File: src/rtl/prog_port_pkg.sv
package prog_port_pkg;
  localparam logic [15:0] CMD_PROG = 16'h0000;
  localparam logic [15:0] CMD_DUMP = 16'h0001;

  typedef enum logic [3:0] {
    S_CMD,    // waiting for a command word
    S_ADDR,   // waiting for the address word
    S_IDLE,   // set up, waiting for program strobe
    S_PWAIT,  // pulse width running
    S_PWR,    // write strobe to memory
    S_PRD,    // read-back issued
    S_PCMP,   // compare read-back with latched data
    S_DRD,    // dump: load output register
    S_DHOLD,  // dump: bus driven until strobe rises
    S_STEP    // location done, sample advance strobe
  } port_state_e;
endpackage

File: src/rtl/strobe_sync.sv
module strobe_sync #(
  parameter int N = 3
) (
  input  logic         clk,
  input  logic         rst,
  input  logic [N-1:0] raw_n,
  output logic [N-1:0] lvl_n,
  output logic [N-1:0] fall
);
  for (genvar i = 0; i < N; i++) begin : g_bit
    logic m1, m2, m3;
    always_ff @(posedge clk) begin
      if (rst) begin
        m1 <= 1'b1;
        m2 <= 1'b1;
        m3 <= 1'b1;
      end else begin
        m1 <= raw_n[i];
        m2 <= m1;
        m3 <= m2;
      end
    end
    assign lvl_n[i] = m2;
    assign fall[i]  = m3 & ~m2;
  end
endmodule

File: src/rtl/word_mem.sv
module word_mem #(
  parameter int DW = 16,
  parameter int AW = 6
) (
  input  logic          clk,
  input  logic          we,
  input  logic [AW-1:0] addr,
  input  logic [DW-1:0] wdata,
  output logic [DW-1:0] rdata
);
  localparam int DEPTH = 1 << AW;
  logic [DW-1:0] mem [DEPTH];

  initial begin
    for (int i = 0; i < DEPTH; i++) mem[i] = '1;
  end

  always_ff @(posedge clk) begin
    if (we) mem[addr] <= wdata;
    rdata <= mem[addr];
  end
endmodule

File: src/rtl/prog_port_ctrl.sv
module prog_port_ctrl
  import prog_port_pkg::*;
#(
  parameter int DW        = 16,
  parameter int AW        = 6,
  parameter int PULSE_CYC = 8
) (
  input  logic          clk,
  input  logic          rst,
  input  logic          ale_n_i,
  input  logic          prog_n_i,
  input  logic          ainc_n_i,
  input  logic [DW-1:0] bus_i,
  output logic          bus_oe_o,
  output logic [DW-1:0] bus_o,
  output logic          pass_o,
  output logic          cum_pass_o
);
  localparam int CW = $clog2(PULSE_CYC) + 1;

  logic [2:0] lvl_n, fall;
  logic       ale_fall, prog_fall, prog_lvl_n, ainc_lvl_n;

  strobe_sync #(.N(3)) u_sync (
    .clk   (clk),
    .rst   (rst),
    .raw_n ({ainc_n_i, prog_n_i, ale_n_i}),
    .lvl_n (lvl_n),
    .fall  (fall)
  );

  assign ale_fall   = fall[0];
  assign prog_fall  = fall[1];
  assign prog_lvl_n = lvl_n[1];
  assign ainc_lvl_n = lvl_n[2];

  port_state_e   st;
  logic          mode_dump;
  logic [AW-1:0] addr;
  logic [DW-1:0] data_q;
  logic [DW-1:0] rdata;
  logic [CW-1:0] cnt;
  logic          mem_we;
  logic          cmd_ok;

  assign cmd_ok = (bus_i == DW'(CMD_PROG)) || (bus_i == DW'(CMD_DUMP));
  assign mem_we = (st == S_PWR);

  word_mem #(.DW(DW), .AW(AW)) u_mem (
    .clk   (clk),
    .we    (mem_we),
    .addr  (addr),
    .wdata (rdata & data_q),
    .rdata (rdata)
  );

  // pulse width counter, runs only inside the wait state
  always_ff @(posedge clk) begin
    if (rst || st != S_PWAIT) cnt <= '0;
    else                      cnt <= cnt + 1'b1;
  end

  always_ff @(posedge clk) begin
    if (rst) begin
      st         <= S_CMD;
      mode_dump  <= 1'b0;
      addr       <= '0;
      data_q     <= '0;
      bus_oe_o   <= 1'b0;
      bus_o      <= '0;
      pass_o     <= 1'b1;
      cum_pass_o <= 1'b1;
    end else begin
      unique case (st)
        S_CMD: begin
          if (ale_fall && cmd_ok) begin
            mode_dump <= (bus_i == DW'(CMD_DUMP));
            st        <= S_ADDR;
          end
        end
        S_ADDR: begin
          if (ale_fall) begin
            addr <= bus_i[AW-1:0];
            st   <= S_IDLE;
          end
        end
        S_IDLE: begin
          if (ale_fall) begin
            if (cmd_ok) begin
              mode_dump <= (bus_i == DW'(CMD_DUMP));
              st        <= S_ADDR;
            end
          end else if (prog_fall) begin
            if (mode_dump) st <= S_DRD;
            else begin
              data_q <= bus_i;
              st     <= S_PWAIT;
            end
          end
        end
        S_PWAIT: if (cnt == CW'(PULSE_CYC - 1)) st <= S_PWR;
        S_PWR:   st <= S_PRD;
        S_PRD:   st <= S_PCMP;
        S_PCMP: begin
          pass_o <= (rdata == data_q);
          if (rdata != data_q) cum_pass_o <= 1'b0;
          st <= prog_lvl_n ? S_STEP : S_PWAIT;
        end
        S_DRD: begin
          bus_o    <= rdata;
          bus_oe_o <= 1'b1;
          st       <= S_DHOLD;
        end
        S_DHOLD: begin
          if (prog_lvl_n) begin
            bus_oe_o <= 1'b0;
            st       <= S_STEP;
          end
        end
        S_STEP: begin
          if (!ainc_lvl_n) addr <= addr + 1'b1;
          st <= S_IDLE;
        end
        default: st <= S_CMD;
      endcase
    end
  end
endmodule

File: config.mk
export PLATFORM = sky130hd
export DESIGN_NAME = prog_port_ctrl
export DESIGN_NICKNAME = d
export VERILOG_FILES = /design/src/rtl/prog_port_pkg.sv /design/src/rtl/strobe_sync.sv /design/src/rtl/word_mem.sv /design/src/rtl/prog_port_ctrl.sv
export SDC_FILE = /design/constraint.sdc
export NUM_CORES = 1
export LEC_CHECK = 0
export BUFFER_PORTS_ARGS = -buffer_cell sky130_fd_sc_hd__buf_4
export CAP_MARGIN = 10
export CORE_MARGIN = 2
export CORE_UTILIZATION = 40
export DETAILED_ROUTE_END_ITERATION = 7
export GPL_TIMING_DRIVEN = 0
export SYNTH_ARGS = -nofsm -noshare
export SYNTH_HDL_FRONTEND = slang
export SYNTH_HIERARCHICAL = 1
export SYNTH_SLANG_ARGS = --single-unit
File: constraint.sdc
create_clock -name clk -period 8.17 [get_ports clk]
set_input_delay 1.2255 -clock clk [delete_from_list [all_inputs] [get_ports clk]]
set_output_delay 1.2255 -clock clk [all_outputs]
set_load 0.1 [all_outputs]
==> impl_metrics.csv <==
group,metric,value,unit
outcome,status,"finished, final reports clean",
yosys,netlist_area,0.0421,mm2
yosys,synthesis.nets,2589,
layout,utilization,46.6,%
yosys,synth_area_per_cell,16.5,um2
sta,fmax,195,MHz
layout,fillers,8904,
global_route,track_usage,23.9,%
sta,skew,30.6,ps
layout,multi_input_area,0.00920,mm2
floorplanning,dieArea,0.108,mm2
critical_path,path_cells,"buf_4 -> nor2b_1 -> buf_2 -> buf_6 -> buf_4 -> clkbuf_1 -> nand3_1 -> nor2_2",
clock_tree,htree_levels,3,
yosys,yosysWarnings,6,
sta,finalSetupViolCount,0,
clock_tree,cts_sinks,1098,
drt,wl_per_cell,30.8,um
power,peakVddDrop,0.162,mV
drt,viasPerCell,6.05,
yosys,synth_cells,2550,
critical_path,r2r_slack,3050,ps
critical_path,timing.rr.end,"u_mem/mem[5][9]",
hold_path,whs_endpoint,"u_sync/g_bit[1].m2",
layout,area_growth_syn_to_layout,16.0,%
run,drv_cap,0,
floorplanning,rows,119,
drt,dr.pass1.iters,7,
power,p_leak,0.0142,uW
clock_tree,clockRootBuffer,"clkbuf_16",
clock_tree,numCtsBuffers,109,
critical_path,critPathMaxStageDelay,1130,ps
drt,ant_nets,0,
clock_tree,ctsHoldBuffers,0,
layout,seq_area,0.0322,mm2
critical_path,cp.arrival,5410,ps
place,postPlaceCellArea,0.0454,mm2
clock_tree,cts_tree,"yes",
critical_path,path_max_fanout,16,
drt,wl,130000,um
drt,via_count,25700,
global_route,grt_overflow,0,
clock_tree,post-cts-setup-buffer-count,0,
floorplanning,die_x,328,um
critical_path,critPathLaunchType,"flip-flop",
sta,worst_slew_pin_slew,1250,ps
floorplanning,start_util,40.2,%
critical_path,crit_slowest_cell,"nor2_2",
layout,diodes,0,
critical_path,cp_common_cell,"buf_4",
sta,finalMaxSlewViolations,0,
global_route,grt_max_degree,65,
global_route,grt_pass1_vias,25000,
place,dpl.hpwl,89900,um
clock_tree,clk_latency,700,ps
place,io_buffers,39,
global_route,antenna_found_initial,2,
clock_tree,ctsResizeCount,0,
power,cellPowerDensity,224,mW/mm2
layout,drive_gt1_share,16.3,%
clock_tree,clkTransAtPathRegs,60,ps
sta,fin_crit,5120,ps
hold_path,hp-class,"flip-flop to flip-flop",
hold_path,holdCritStartpoint,"u_sync/g_bit[1].m1",
hold_path,hold_depth,1,
sta,finalSetupTns,0,ps
critical_path,rr_worst_depth,8,
sta,slew_headroom,15.9,%
critical_path,worstPathRequired,8460,ps
critical_path,critPathCaptureType,"flip-flop",
critical_path,path_class,"flip-flop to flip-flop",
layout,final_area,0.0488,mm2
sta,rsz0062_at_grt,"no",
global_route,grt_pass1_wl,183000,um
clock_tree,cts_max_path_buffers,3,
floorplanning,core_area,0.105,mm2
floorplanning,io_pins,40,
critical_path,r2r-start,"addr[0]",
floorplanning,die_y,328,um
critical_path,crit_start,"addr[0]",
sta,period_share,62.6,%
place,gp_congestion,1.00,
drt,remaining_drc_errors,0,
layout,nets,2803,
drt,drt_iter0_drc,3835,
sta,hold_viol,0,
-- placed cells by master (no fill, tap or decap), drive strengths merged, types with 27 or more instances in the layout --
master  instances
a21oi          99
a221oi        107
a22oi         196
buf           213
clkbuf        201
clkinv         50
dfxtp          74
edfxtp       1024
mux2i         171
nand2          80
nor2          188
o21ai          42
o22a           27
o22ai          59
-- report_power, final --
part / total, uW / internal [uW] / switching [uW] / leakage, uW
Clock: 4860 / 2780 / 2080 / 0.00169
Sequential: 6050 / 6050 / 1.08 / 0.00812
Combinational: 46.5 / 17.4 / 29.1 / 0.00436
-- cell type report --
cell class | instances | area share, %
flip-flops and latches | 1098 | 66.0
multi-input cells | 1268 | 18.8
clock buffers | 132 | 5.89
well taps | 1391 | 3.56
repair buffers | 103 | 2.68
plain buffers | 179 | 1.85
clock inverters | 64 | 1.15
inverters | 5 | 0.0384
-- stage by stage --
stage,power [uW],cells,hold slack [ps],worst slack (ps)
global route,11200,4240,430,3110
finish,11000,4240,407,3050
floorplan,6190,2550,383,5340
detailed placement,6220,4044,391,3290
CTS,11000,4240,410,3270
global placement,6220,3980,398,2840
-- registers in the layout, indices dropped and copies added, names as in the netlist, 3 cells and up --
name	cells
u_mem/mem	1024
bus_o	16
data_q	16
u_mem/rdata	16
addr	6
cnt	4
st	4
u_sync/g_bit.m1	3
u_sync/g_bit.m2	3
-- worst max-delay path, delay by kind of cell, from the launching register on --
kind	cells	cell delay [ps]
simple gates	3	2230
buf+inv	5	1860
flops	1	590
-- worst max-delay path by stage --
stage                     slack, ps  cells past startpoint           endpoint
after floorplan                5340                      8   u_mem/mem[13][0]
after global placement         2840                      8  u_mem/mem[45][11]
after detailed placement       3290                      8   u_mem/mem[15][5]
after CTS                      3270                      8   u_mem/mem[15][5]
after global routing           3110                      8  u_mem/mem[53][12]
final                          3050                      8    u_mem/mem[5][9]
-- metal layers --
layer	wire [um]	GRT usage, %	vias to the layer above	share of wire [%]
li1	-	-	10800	-
met1	50800	32.0	13100	39
met2	58900	36.9	1520	45
met3	14000	5.29	253	11
met4	6680	11.7	0	5.1
met5	0	0	-	0
Power figures use the tool's default switching activity.
